### src/rtl/vrs_pkg.sv
package vrs_pkg;
  typedef enum logic [3:0] {
    ST_RESET     = 4'd0,
    ST_OFF       = 4'd1,
    ST_CAL       = 4'd2,
    ST_CFG       = 4'd3,
    ST_DRV_WAIT  = 4'd4,
    ST_BOOT      = 4'd5,
    ST_VID_WAIT  = 4'd6,
    ST_SOFT      = 4'd7,
    ST_RUN       = 4'd8,
    ST_OVP_LATCH = 4'd9,
    ST_UVP_LATCH = 4'd10
  } seq_st_e;
endpackage

### src/rtl/vrs_tick_gen.sv
module vrs_tick_gen #(
  parameter int DIV = 4
) (
  input  logic clk,
  input  logic rst_n,
  input  logic clr,
  output logic tick
);
  generate
    if (DIV <= 1) begin : g_every
      assign tick = !clr;
    end else begin : g_div
      localparam int CW = $clog2(DIV);
      logic [CW-1:0] cnt;
      assign tick = !clr && (cnt == CW'(DIV - 1));
      always_ff @(posedge clk or negedge rst_n) begin
        if (!rst_n)     cnt <= '0;
        else if (clr)   cnt <= '0;
        else if (tick)  cnt <= '0;
        else            cnt <= cnt + CW'(1);
      end
    end
  endgenerate
endmodule

### src/rtl/vrs_delay.sv
module vrs_delay #(
  parameter int LIMIT = 10
) (
  input  logic clk,
  input  logic rst_n,
  input  logic active,
  output logic done
);
  localparam int CW = $clog2(LIMIT + 1) < 1 ? 1 : $clog2(LIMIT + 1);
  logic [CW-1:0] cnt;
  assign done = (cnt == CW'(LIMIT));
  always_ff @(posedge clk or negedge rst_n) begin
    if (!rst_n)         cnt <= '0;
    else if (!active)   cnt <= '0;
    else if (!done)     cnt <= cnt + CW'(1);
  end
endmodule

### src/rtl/vrs_dac_ramp.sv
module vrs_dac_ramp #(
  parameter int W         = 8,
  parameter int SLOW_STEP = 1,
  parameter int FAST_STEP = 4
) (
  input  logic         clk,
  input  logic         rst_n,
  input  logic         clr,
  input  logic         tick,
  input  logic         hold,
  input  logic         fast,
  input  logic [W-1:0] tgt,
  output logic [W-1:0] code
);
  function automatic logic [W-1:0] step_toward(input logic [W-1:0] cur,
                                               input logic [W-1:0] goal,
                                               input logic [W-1:0] stp);
    if (cur < goal)      return ((goal - cur) > stp) ? cur + stp : goal;
    else if (cur > goal) return ((cur - goal) > stp) ? cur - stp : goal;
    else                 return cur;
  endfunction

  logic [W-1:0] step_sz;
  assign step_sz = fast ? W'(FAST_STEP) : W'(SLOW_STEP);

  always_ff @(posedge clk or negedge rst_n) begin
    if (!rst_n)              code <= '0;
    else if (clr)            code <= '0;
    else if (tick && !hold)  code <= step_toward(code, tgt, step_sz);
  end
endmodule

### src/rtl/vr_start_seq.sv
module vr_start_seq
  import vrs_pkg::*;
#(
  parameter int DAC_W     = 8,
  parameter int TICK_DIV  = 4,
  parameter int SLOW_STEP = 1,
  parameter int FAST_STEP = 4,
  parameter int CAL_CYC   = 6,
  parameter int CFG_CYC   = 5,
  parameter int RDY_DLY   = 10,
  parameter int FALL_DLY  = 7
) (
  input  logic             clk,
  input  logic             rst_n,
  input  logic             en_i,
  input  logic             vcc_uv_i,
  input  logic             vin_uv_i,
  input  logic             drv_ok_i,
  input  logic [DAC_W-1:0] boot_code_i,
  input  logic [DAC_W-1:0] vid_code_i,
  input  logic             vid_valid_i,
  input  logic             fast_slew_i,
  input  logic             ovp_i,
  input  logic             uvp_i,
  output logic [DAC_W-1:0] dac_code_o,
  output logic             drv_en_o,
  output logic             vr_ready_o,
  output logic             ovp_abs_sel_o,
  output logic             force_ls_o,
  output logic [3:0]       state_o
);
  seq_st_e          st_q, st_d;
  logic [DAC_W-1:0] tgt_q, tgt_d;
  logic             ready_q, ready_d;

  // named internal events
  logic off_req, cal_done, cfg_done, rise_done, fall_done;
  logic at_target, ramp_tick, ramp_hold, ramp_clr, use_fast, ramp_state;

  assign off_req    = !en_i || vcc_uv_i || vin_uv_i;
  assign at_target  = (dac_code_o == tgt_q);
  assign ramp_state = (st_q == ST_SOFT) || (st_q == ST_RUN) ||
                      (st_q == ST_OVP_LATCH) || (st_q == ST_UVP_LATCH);
  assign ramp_clr   = !ramp_state || off_req;
  assign ramp_hold  = ((st_q == ST_SOFT) && ovp_i) || (st_q == ST_UVP_LATCH);
  assign use_fast   = (st_q == ST_RUN) && fast_slew_i;

  vrs_delay #(.LIMIT(CAL_CYC)) u_cal_tmr (
    .clk(clk), .rst_n(rst_n), .active(st_q == ST_CAL), .done(cal_done));
  vrs_delay #(.LIMIT(CFG_CYC)) u_cfg_tmr (
    .clk(clk), .rst_n(rst_n), .active(st_q == ST_CFG), .done(cfg_done));
  vrs_delay #(.LIMIT(RDY_DLY)) u_rise_tmr (
    .clk(clk), .rst_n(rst_n), .active(st_q == ST_RUN), .done(rise_done));
  vrs_delay #(.LIMIT(FALL_DLY)) u_fall_tmr (
    .clk(clk), .rst_n(rst_n), .active(st_q == ST_OVP_LATCH), .done(fall_done));

  vrs_tick_gen #(.DIV(TICK_DIV)) u_tick (
    .clk(clk), .rst_n(rst_n), .clr(ramp_clr), .tick(ramp_tick));

  vrs_dac_ramp #(.W(DAC_W), .SLOW_STEP(SLOW_STEP), .FAST_STEP(FAST_STEP)) u_ramp (
    .clk(clk), .rst_n(rst_n), .clr(ramp_clr), .tick(ramp_tick),
    .hold(ramp_hold), .fast(use_fast), .tgt(tgt_q), .code(dac_code_o));

  // next state
  always_comb begin
    st_d = st_q;
    if (st_q == ST_RESET) begin
      st_d = ST_OFF;
    end else if (off_req) begin
      st_d = ST_OFF;
    end else begin
      case (st_q)
        ST_OFF:       st_d = ST_CAL;
        ST_CAL:       if (cal_done) st_d = ST_CFG;
        ST_CFG:       if (cfg_done) st_d = ST_DRV_WAIT;
        ST_DRV_WAIT:  if (drv_ok_i) st_d = ST_BOOT;
        ST_BOOT:      st_d = (boot_code_i == '0) ? ST_VID_WAIT : ST_SOFT;
        ST_VID_WAIT:  if (vid_valid_i) st_d = ST_SOFT;
        ST_SOFT:      if (at_target && !ovp_i) st_d = ST_RUN;
        ST_RUN: begin
          if (ovp_i)      st_d = ST_OVP_LATCH;
          else if (uvp_i) st_d = ST_UVP_LATCH;
        end
        default:      st_d = st_q;
      endcase
    end
  end

  // target code
  always_comb begin
    tgt_d = tgt_q;
    if (off_req || st_q == ST_OFF) tgt_d = '0;
    else begin
      case (st_q)
        ST_BOOT:     if (boot_code_i != '0) tgt_d = boot_code_i;
        ST_VID_WAIT: if (vid_valid_i) tgt_d = vid_code_i;
        ST_RUN: begin
          if (ovp_i)                    tgt_d = '0;
          else if (!uvp_i && vid_valid_i) tgt_d = vid_code_i;
        end
        default: tgt_d = tgt_q;
      endcase
    end
  end

  // ready flag
  always_comb begin
    ready_d = 1'b0;
    if (!off_req) begin
      case (st_q)
        ST_RUN: begin
          if (uvp_i && !ovp_i) ready_d = 1'b0;
          else if (ovp_i)      ready_d = ready_q;
          else                 ready_d = rise_done;
        end
        ST_OVP_LATCH: ready_d = ready_q && !fall_done;
        default:      ready_d = 1'b0;
      endcase
    end
  end

  always_ff @(posedge clk or negedge rst_n) begin
    if (!rst_n) begin
      st_q    <= ST_RESET;
      tgt_q   <= '0;
      ready_q <= 1'b0;
    end else begin
      st_q    <= st_d;
      tgt_q   <= tgt_d;
      ready_q <= ready_d;
    end
  end

  assign vr_ready_o    = ready_q;
  assign state_o       = st_q;
  assign drv_en_o      = (st_q == ST_DRV_WAIT) || (st_q == ST_BOOT) ||
                         (st_q == ST_VID_WAIT) || ramp_state;
  assign ovp_abs_sel_o = !((st_q == ST_RUN) || (st_q == ST_OVP_LATCH) ||
                           (st_q == ST_UVP_LATCH));
  assign force_ls_o    = (st_q == ST_OVP_LATCH) || ((st_q == ST_SOFT) && ovp_i);
endmodule

### config.mk
export PLATFORM = sky130hd
export DESIGN_NAME = vr_start_seq
export DESIGN_NICKNAME = d
export VERILOG_FILES = /design/src/rtl/vrs_pkg.sv /design/src/rtl/vrs_tick_gen.sv /design/src/rtl/vrs_delay.sv /design/src/rtl/vrs_dac_ramp.sv /design/src/rtl/vr_start_seq.sv
export SDC_FILE = /design/constraint.sdc
export NUM_CORES = 1
export LEC_CHECK = 0
export CORE_ASPECT_RATIO = 1.5
export CORE_MARGIN = 10
export CORE_UTILIZATION = 36
export DETAILED_ROUTE_END_ITERATION = 10
export REMOVE_ABC_BUFFERS = 1
export SYNTH_ARGS = -nofsm -noshare
export SYNTH_HDL_FRONTEND = slang
export SYNTH_SLANG_ARGS = --single-unit
### constraint.sdc
create_clock -name clk -period 4.7 [get_ports clk]
set_clock_uncertainty 0.1 [all_clocks]
set_input_delay 0.47 -clock clk [delete_from_list [all_inputs] [get_ports clk]]
set_output_delay 0.47 -clock clk [all_outputs]
set_load 0.02 [all_outputs]
-- Word level (Yosys, flattened, before mapping)
Cells that the tools add are included.
- $add $sub $neg: 9
- $lt $le $gt $ge: 4
- equal/unequal tests: 30
- muxes and demuxes: 38
- reductions and logical operators: 40
- operators with widths (cell ; number):
    two-way mux 8 bit ; 11
    two-way mux 4 bit ; 11
    case mux 4 bit (8 select lines) ; 1
    greater-than comparator 8 bit ; 3
    != test 4 bit, second input constant ; 6
    case mux 8 bit (3 select lines) ; 1
    subtractor 8 bit ; 3
    two-way mux 3 bit ; 7
    equality test 4 x 3 -> 1 bit, second input constant ; 4
    equality test 4 bit, second input constant ; 4
    logical OR 1 bit ; 14
    nonzero test 10 bit ; 1
    adder 3 x 1 -> 3 bit, second input constant ; 3
    equality test 3 bit, second input constant ; 3
    adder 8 bit ; 1
    equality test 4 x 2 -> 1 bit, second input constant ; 2
    equality test 8 bit ; 1
    logical AND 1 bit ; 8
    zero test 1 bit ; 8
    zero test 8 bit ; 1
    less-than comparator 8 bit ; 1
    != test 2 bit, second input constant ; 4
    nonzero test 8 bit ; 1
    AND reduction 7 bit ; 1
    other kinds (16) ; 21
- register bits: 36
- input port bits: 26
- output and inout port bits: 16

-- Logic depth before layout (Yosys ltp)
Gate-level depths: netlist (run 1).
- depth after elaboration: 11
- depth in mapped cells: 14
- mapped depth without buffers: 14

-- By module
Synthesis (run 1) repeated with hierarchy kept, for this count alone.
- cell total of the unflattened synthesis: 410
- area, all modules: 3584.7 sq um
- by module, submodules not included (module ; instances ; cells each ; area each (sq um)):
    vrs_dac_ramp ; 1 ; 212 ; 1659.1
    vr_start_seq ; 1 ; 130 ; 1134.8
    vrs_delay (u_cal_tmr ...) ; 2 ; 16 ; 170.2
    vrs_delay (u_rise_tmr) ; 1 ; 19 ; 219.0
    vrs_delay (u_fall_tmr) ; 1 ; 11 ; 147.6
    vrs_tick_gen ; 1 ; 6 ; 83.8

-- Worst setup path before layout (run 1)
Ideal clock, no wire load.
- path type: register to register
- start: reg u_ramp.code[0]
- end: reg u_ramp.code[0]
- library setup time: 121 ps
- arrival time: 3077 ps
- slack: 1402 ps
- cell stages (with the launch flop): 14
- clock period less this slack: 3298 ps
- cells stage by stage: dfrtp_1 -> inv_1 -> ha_1 -> fa_1 -> xnor2_1 -> ha_1 -> nand2_1 -> o21ai_0 -> a21oi_1 -> a2111oi_0 -> nand2_1 -> mux2_4 -> mux2i_1 -> a22o_1
- longest elaborated chain between the ends: 7
- elaborated cells between the ends (all ways): 16
- RTL lines (item ; RTL line ; RTL):
    start, declared ; vrs_dac_ramp.sv:13 ; output logic [W-1:0] code
    start signal, assigned ; vrs_dac_ramp.sv:29 ; else if (tick && !hold) code <= step_toward(code, tgt, step_sz);
    subtractor 8 bit ; vrs_dac_ramp.sv:19 ; else if (cur > goal) return ((cur - goal) > stp) ? cur - stp : goal;
    greater-than comparator 8 bit ; vrs_dac_ramp.sv:19 ;
    two-way mux 8 bit (2 in a row) ; vrs_dac_ramp.sv:19 ;
    two-way mux 8 bit ; vrs_dac_ramp.sv:18 ; if (cur < goal) return ((goal - cur) > stp) ? cur + stp : goal;
    two-way mux 8 bit ; vrs_dac_ramp.sv:29 ;
    two-way mux 8 bit ; vrs_dac_ramp.sv:28 ; else if (clr) code <= '0;
Several ways; a longest one is shown, not always the timed one. The select of a mux whose other input is x is not followed.
A chain may end at the register's enable or synchronous reset.

-- Worst setup path in the final report (run 1)
- start: reg st_q[1], in the netlist state_o[1]
- end: reg u_ramp.code[4]
- longest elaborated chain between the ends: 11
- elaborated cells between the ends (all ways): 30
- RTL lines (item ; RTL line ; RTL):
    start, declared ; vr_start_seq.sv:32 ; seq_st_e st_q, st_d;
    start signal, assigned ; vr_start_seq.sv:128 ; st_q <= st_d;
    branches (longest 11 deep; another with subtractor 8 bit) ; - ;
Several ways; the timed one is not identified. The select of a mux whose other input is x is not followed.

==> flow_summary.yaml, run 1 <==
synthesis:
  yosysUniqueCellTypes: 61
  synth_area_um2: 3230
  synthArstFlopShare: 1.00
  synth.top_cells.by_area: "dfrtp_1 (28%), ha_1 (13%), nor2_1 (6.5%), nand2_1 (4.5%), a21oi_1 (4.3%)"
  synth-seq-cells: 36
  synth_cells: 399
  synth_top_area_frac: 0.279
  dominantRegCellSynth: "dfrtp_1"
  ys_seq_area_frac: 0.279
  synth_top_area_cell: "dfrtp_1"
  synth.yosys.warnings: 0
  synth_edf_count: 0
  postSynthAreaPerCell_um2: 8.09
global_routing:
  grtUsageTotal: 0.139
  grt_pass1_vias: 3132
  grt_max_degree: 37
  grt_overflow_total: 0
  grt_first_pass_wirelength_um: 15500
  antenna_found_initial: 0
worst_setup_path:
  crit_slowest_cell: "dfrtp_1"
  reg2reg_slack_ps: 1070
  worst_r2r_path_depth: 13
  crit_fanout: 17
  crit_top_cell: "nand2_1"
  critPathLaunchType: "flip-flop"
  worst_ep_arrival_time_ps: 3680
  timing.rr.end: "u_ramp.code[4]"
  critPathRequiredTime_ps: 4760
  r2r_start: "state_o[1]"
  max_stage_delay_ps: 560
  worstPathCellList: "nor2_1, nand2_1, nor2_1, nand2_1, ha_1, nand2_1, o21ai_0, a21oi_1, a2111oi_0, a21oi_1, nand2_1, o311ai_0, o32ai_1"
  crit_type: "flip-flop to flip-flop"
  endpoint_kind: "flip-flop"
place:
  gp_congestion: 0.894
  dp.cells: 536
  hpwl_um: 7450
  portBuffers: 41
final_layout:
  area_delta_synth_final_pct: 19.1
  layout_commonest_cell: "nor2_1"
  layout_common_cells: "nor2_1 (56), clkdlybuf4s50_1 (40), nand2_1 (39), dfrtp_1 (36), ha_1 (33)"
  diodes: 0
  layout.cells.non_filler: 544
  layout.nets: 494
  drive_gt1_frac: 0.0484
sta:
  rsz0062_at_grt: "no"
  min_period_ps: 3630
  setup_tns_ps: 0
  finalSetupViolations: 0
  worst_pin_slew_ps: 1040
  finalHoldViolCount: 0
  post-route-period-util: 0.771
  maxSlewHeadroom: 0.303
  drv_slew: 0
  max_freq_mhz: 276
floorplanning:
  dieArea_um2: 13200
  die_h_um: 136
  start_util: 0.368
  die_w_um: 97.3
  rows: 42
  core_area_um2: 8780
  io_pins: 42
power:
  ir_drop_mv: 0.221
  power_density_nw_per_um2: 184
  leakage_nw: 1.62
drt:
  drc: 0
  ant_nets: 0
  first_pass_iters: 4
  vias: 3051
  drtIter0Drc: 193
  wl_um: 9250
  drt-wirelength-per-cell_um: 17.0
  via_per_inst: 5.61
clock_network:
  clock-sinks: 36
  hold_buffers: 0
  clkTransAtPathRegs_ps: 60
  cts_root_buf: "clkbuf_16"
  tritoncts: "done"
  clk_latency_ps: 280
  postCtsSetupRepairBufs: 0
  clockBufferDepth: 2
  cts_inserted_buffers: 5
  postCtsResizedCells: 0
  cts_htree_levels: 2
status:
  run_status: "finished, final reports clean"
hold_path:
  hp-class: "primary input to async pin"
job:
  maxCapViolCount: 0
==> Yosys cell counts (3+ instances only) <==
cell type / instances
xnor2_1: 8
nand2b_1: 8
or3_1: 3
nor2_1: 56
nand4_1: 3
clkbuf_1: 6
nand3_1: 10
a31oi_1: 3
o21ai_0: 16
a22oi_1: 8
nand2_1: 39
o31ai_1: 3
mux2i_1: 7
and3_1: 4
buf_2: 4
ha_1: 33
nor2b_1: 5
xor2_1: 4
nor4_1: 3
inv_1: 29
dfrtp_1: 36
nor3_1: 10
a21oi_1: 28
a21o_1: 6
buf_4: 3
o211ai_1: 7
a2111oi_0: 3
a211oi_1: 12
==> worst max-delay path, delay by kind of cell (launching register included) <==
family	cells	cell delay, ps
DFF	1	560
AOI/OAI and AO/OA	6	1530
adders and majority gates	1	360
and+or+nand+nor	6	970
==> cell type report <==
type,count,area (µm²)
sequential,36,901
multi-input combinational,320,2140
timing repair buffer,41,405
fill,888,4930
clock inverter,1,7.51
clock buffer,7,143
tap,110,138
inverter,29,109
==> registers in the layout (all words and copies together), names as in the netlist <==
name / flops
u_cfg_tmr.cnt: 3
state_o: 4
u_tick.g_div.cnt: 2
u_fall_tmr.cnt: 3
tgt_q: 8
u_cal_tmr.cnt: 3
vr_ready_o: 1
u_ramp.code: 8
u_rise_tmr.cnt: 4
==> metal layers <==
layer  share of wire  global-route usage
met5               0                   0
met2            0.54               0.267
met1            0.40               0.144
met4           0.023              0.0608
met3           0.032              0.0234
==> through the flow <==
step	utilization	hold slack (ps)	setup WS [ps]	total power (W)	area (µm²)
after global routing	0.438	279	636	0.000734	3850
after floorplan	-	74.4	1390	0.000338	3150
after CTS	0.438	246	1100	0.000714	3850
final	0.438	214	1070	0.000706	3850
after global placement	0.421	326	1260	0.000374	3700
after detailed placement	0.421	335	1120	0.000374	3700
==> how the worst max path moves through the flow <==
| stage | end | startpoint |
|---|---|---|
| final | u_ramp.code[4] | state_o[1] |
| after global routing | u_ramp.code[4] | state_o[1] |
| after CTS | u_ramp.code[4] | state_o[1] |
| after detailed placement | u_ramp.code[4] | state_o[1] |
| after global placement | u_ramp.code[4] | state_o[1] |
| after floorplan | u_ramp.code[0] | u_ramp.code[0] |
==> kinds of logic (layout without fill, tap and decap cells) <==
logic type	Yosys count	in the layout	synth area share
AOI/OAI and AO/OA	111	111	0.238
buffers and inverters	43	78	0.0573
xor gates and xnor gates	12	12	0.0325
and+or+nand+nor	154	154	0.226
DFF	36	36	0.279
adders and majority gates	35	35	0.140
muxes	8	8	0.0263
==> power by group <==
part / switching [W] / internal, W / total [W]
combinational: 0.0000247 / 0.0000282 / 0.0000528
sequential: 0.00000434 / 0.000311 / 0.000316
clock: 0.000126 / 0.000211 / 0.000337
No activity file was read; power rests on OpenSTA's default activity.
==> inputs of run 2 (changes only) <==
clock period = 3.5 ns   (was 4.7 ns; I/O delays follow)
==> run 2 against run 1 <==
- first-iteration DRC count rose by 30%
- worst setup slack got worse by 820 ps
- clock power up 31%
- global-route usage increased by 0.21 points
- critical path depth did not move
- final cell count increased by 3.1%
- critical path type unchanged
- highest routed layer unchanged
==> flow_summary.yaml, run 2 (synthesized netlist as in run 1, its figures left out) <==
global_routing:
  grt_overflow_total: 0
  antenna_found_initial: 0
  grt_max_degree: 37
  grt_first_pass_wirelength_um: 15700
  grt_pass1_vias: 3112
  grtUsageTotal: 0.141
worst_setup_path:
  worst_r2r_path_depth: 13
  startpoint: "u_ramp.code[0]"
  critPathLaunchType: "flip-flop"
  worst_ep_arrival_time_ps: 3310
  crit_end: "u_ramp.code[0]"
  reg2reg_slack_ps: 260
  r2r_start: "u_ramp.code[0]"
  crit_fanout: 8
  crit_type: "flip-flop to flip-flop"
  critPathRequiredTime_ps: 3570
  timing.rr.end: "u_ramp.code[0]"
  endpoint_kind: "flip-flop"
drt:
  vias: 3068
  drt-wirelength-per-cell_um: 16.6
  drtIter0Drc: 250
  via_per_inst: 5.47
  first_pass_iters: 4
  wl_um: 9340
  drc: 0
  ant_nets: 0
final_layout:
  fillers: 876
  layout_commonest_cell: "nor2_1"
  drive_gt1_frac: 0.0865
  layout_common_cells: "nor2_1 (56), clkdlybuf4s50_1 (40), nand2_1 (39), dfrtp_1 (36), ha_1 (33)"
  layout.nets: 511
  reg.largest.list: "tgt_q: 8 flops, u_ramp.code: 8 flops"
  area_delta_synth_final_pct: 23.1
  diodes: 0
clock_network:
  clkTransAtPathRegs_ps: 60
  clock-sinks: 36
  clockBufferDepth: 2
  cts_htree_levels: 2
  tritoncts: "done"
  cts_inserted_buffers: 5
  cts_root_buf: "clkbuf_16"
  clk_latency_ps: 280
floorplanning:
  rows: 42
  dieArea_um2: 13200
  die_h_um: 136
  die_w_um: 97.3
  core_area_um2: 8780
  io_pins: 42
  start_util: 0.368
place:
  pre_cts_ws_ps: 32.4
  gp_congestion: 0.892
  portBuffers: 41
  hpwl_um: 7530
sta:
  post-route-period-util: 0.927
  rsz0062_at_grt: "no"
  setup_tns_ps: 0
  maxSlewHeadroom: 0.297
  max_freq_mhz: 308
  finalHoldViolCount: 0
  worst_pin_slew_ps: 1050
  min_period_ps: 3240
  drv_slew: 0
  setup_ws_ps: 256
  finalSetupViolations: 0
power:
  power_density_nw_per_um2: 236
  leakage_nw: 1.71
  ir_drop_mv: 0.376
  power_w: 0.000938
hold_path:
  hp-class: "primary input to async pin"
status:
  run_status: "finished, final reports clean"
job:
  maxCapViolCount: 0
-- run 2: what timing repair did --
item / in CTS / in global routing
hold buffers: 0 / 0
setup endpoints to repair: 0 / 8
endpoints found under the hold margin: 0 / 0
gates resized for setup: 0 / 3
setup buffers: 0 / 4
-- run 2: how the worst min path moves through the flow --
stage | to | slack [ps] | startpoint
2_1_floorplan | state_o[0] | -50 | rst_n
3_3_place_gp | u_tick.g_div.cnt[0] | 330 | u_tick.g_div.cnt[0]
3_5_place_dp | u_tick.g_div.cnt[0] | 340 | u_tick.g_div.cnt[0]
4_1_cts | u_cal_tmr.cnt[1] | 130 | rst_n
5_1_grt | u_cal_tmr.cnt[1] | 170 | rst_n
6_report | u_cal_tmr.cnt[0] | 90 | rst_n
-- run 2: layer usage --
layer  global-route usage  vias to the layer above  wire [µm]
met5                    0                        -          0
met4               0.0608                        0        281
met3               0.0300                       18        387
met2                0.262                       79       4890
met1                0.150                     1444       3780
li1                     -                     1527          -
-- run 2: critical path, cell delays in order, from the launching register on --
cell and delay (ps):
dfrtp_1 370, inv_1 70, ha_1 230, fa_1 400, xnor2_1 150, ha_1 300
nand2_1 50, o21ai_0 70, a21oi_1 130, a2111oi_2 400, nand2_1 130, mux2_4 350
mux2i_1 130, a22o_1 230
-- run 2: final cells by class --
type / count / area, µm² / area share
multi-input cells: 320 / 2150 / 0.542
flip-flops and latches: 36 / 901 / 0.227
repair buffers: 58 / 533 / 0.134
well taps: 110 / 138 / 0.0346
clock buffers: 7 / 133 / 0.0334
inverters: 29 / 109 / 0.0274
clock inverters: 1 / 8.76 / 0.00220
-- run 2: per-stage QoR --
stage | area, µm² | util | instances | hold slack (ps)
2_1_floorplan | 3150 | - | 385 | -45.6
3_3_place_gp | 3790 | 0.432 | 549 | 326
3_5_place_dp | 3790 | 0.432 | 549 | 339
4_1_cts | 3940 | 0.448 | 557 | 135
5_1_grt | 3970 | 0.453 | 561 | 170
6_report | 3970 | 0.453 | 561 | 91.7
-- run 2: power by group --
group	switching [W]	internal, W	total, W
Clock	0.000175	0.000266	0.000441
Sequential	0.00000135	0.000418	0.000420
Combinational	0.0000376	0.0000397	0.0000773
Total	0.000214	0.000724	0.000938
==> inputs of run 3 (changes only) <==
REMOVE_ABC_BUFFERS = default   (was 1)
==> run 3 against run 2 <==
- total power grew 0.92%
- wire length shrank 0.75%
- cell area grew 0.22%
- global-route usage shrank 0.30 points
- critical endpoint unchanged
- largest cell class unchanged
- largest power group unchanged
==> flow_summary.yaml, run 3 (synthesized netlist as in run 1, its figures left out) <==
drt:
  top_layer: "met4"
  wl_um: 9270
  via_per_inst: 5.62
  m1WireLength_um: 3830
  vias: 3155
  dr_wl_met3_um: 468
  first_pass_iters: 4
  drc: 0
  ant_nets: 0
  drtIter0Drc: 142
  drt-wirelength-per-cell_um: 16.5
  met2_length_um: 4640
hold_path:
  hp-class: "primary input to async pin"
floorplanning:
  io_pins: 42
  rows: 42
  dieArea_um2: 13200
  die_w_um: 97.3
  die_h_um: 136
  core_area_um2: 8780
  start_util: 0.368
clock_network:
  cts_root_buf: "clkbuf_16"
  hold_buffers: 0
  cts_htree_levels: 2
  clock-sinks: 36
  clockBufferDepth: 2
  clkTransAtPathRegs_ps: 60
  clk_latency_ps: 280
  cts_inserted_buffers: 5
  postCtsSetupRepairBufs: 0
  tritoncts: "done"
worst_setup_path:
  r2r_start: "tgt_q[0]"
  worst_r2r_path_depth: 13
  cp_top_family: "adder cells"
  crit_slowest_cell: "fa_1"
  endpoint_kind: "flip-flop"
  critPathLaunchType: "flip-flop"
  timing.rr.end: "u_ramp.code[0]"
  critPathRequiredTime_ps: 3570
  crit_fanout: 8
  worst_ep_arrival_time_ps: 3360
  max_stage_delay_ps: 410
  crit_type: "flip-flop to flip-flop"
  reg2reg_slack_ps: 200
  worstPathCellList: "inv_1, ha_1, inv_1, fa_1, xor2_1, ha_1, a21oi_1, o21ai_1, nor4_2, nand4_1, mux2_4, mux2i_1, a22o_1"
  worst-path-buf-inv: 2
global_routing:
  grt_first_pass_wirelength_um: 15600
  grtUsageTotal: 0.138
  grt_pass1_vias: 3171
  grt_max_degree: 37
  antenna_found_initial: 0
  grt_overflow_total: 0
final_layout:
  diodes: 0
  fillers: 872
  layout_common_cells: "nor2_1 (56), clkdlybuf4s50_1 (40), nand2_1 (37), dfrtp_1 (35), ha_1 (33)"
  layout_commonest_cell: "nor2_1"
  drive_gt1_frac: 0.0909
  final_core_util: 0.454
  layout.nets: 511
  area_delta_synth_final_pct: 23.3
  layout.cells.non_filler: 561
  reg.largest.list: "tgt_q: 8 flops, u_ramp.code: 8 flops"
place:
  hpwl_um: 7490
  gp_congestion: 0.894
  portBuffers: 41
  dp.cells: 553
  pre_cts_ws_ps: -35.6
power:
  power_density_nw_per_um2: 238
  ir_drop_mv: 0.241
  leakage_nw: 1.71
sta:
  maxSlewHeadroom: 0.310
  whs_ps: 74.4
  finalHoldViolCount: 0
  post-route-period-util: 0.942
  drv_slew: 0
  setup_ws_ps: 203
  max_freq_mhz: 303
  finalSetupViolations: 0
  worst_pin_slew_ps: 1030
  min_period_ps: 3300
  rsz0062_at_grt: "no"
synthesis:
  synth_fp_nets: 460
status:
  run_status: "finished, final reports clean"
job:
  maxCapViolCount: 0
run 3: worst max-delay path by stage:
| stage | start | slack (ps) | endpoint | depth (start not counted) |
|---|---|---|---|---|
| 3_3_place_gp | state_o[1] | 80 | u_ramp.code[5] | 13 |
| 2_1_floorplan | u_ramp.code[0] | 200 | u_ramp.code[0] | 13 |
| 4_1_cts | u_ramp.code[0] | 50 | u_ramp.code[3] | 14 |
| 6_report | tgt_q[0] | 200 | u_ramp.code[0] | 13 |
| 5_1_grt | tgt_q[0] | 7 | u_ramp.code[0] | 14 |
| 3_5_place_dp | u_ramp.code[0] | -40 | u_ramp.code[2] | 13 |
run 3: final cells by class:
class,instances,area (µm²),share of cell area
tap,110,138,0.0346
clock buffer,8,146,0.0368
timing repair buffer,58,533,0.134
sequential,36,902,0.227
inverter,29,109,0.0273
multi-input combinational,320,2150,0.541
run 3: metrics by stage:
step	total power (W)	area (µm²)	TNS, ps
after floorplan	0.000456	3230	0
after global placement	0.000505	3820	0
after detailed placement	0.000506	3820	-49.6
after CTS	0.000959	3970	0
final	0.000946	3980	0
after global routing	0.000977	3980	0
run 3: where the power goes:
group          switching, W   total, W  leakage (nW)  internal [W]
Combinational     0.0000386  0.0000788          1.14     0.0000402
Clock              0.000164   0.000448        0.0712      0.000284
Sequential       0.00000139   0.000420         0.496      0.000418
run 3: what timing repair did:
| item | 4_1_cts | 5_1_grt |
|---|---|---|
| pin swaps | 0 | 3 |
| gates resized for setup | 1 | 4 |
| endpoints found under the setup margin | 6 | 8 |
| endpoints found under the hold margin | 0 | 0 |
run 3: routing by layer:
layer  global-route usage  vias up
met2                0.250      103
met1                0.152     1493
met4               0.0592        0
met3               0.0310       27
li1                     -     1532
met5                    0        -
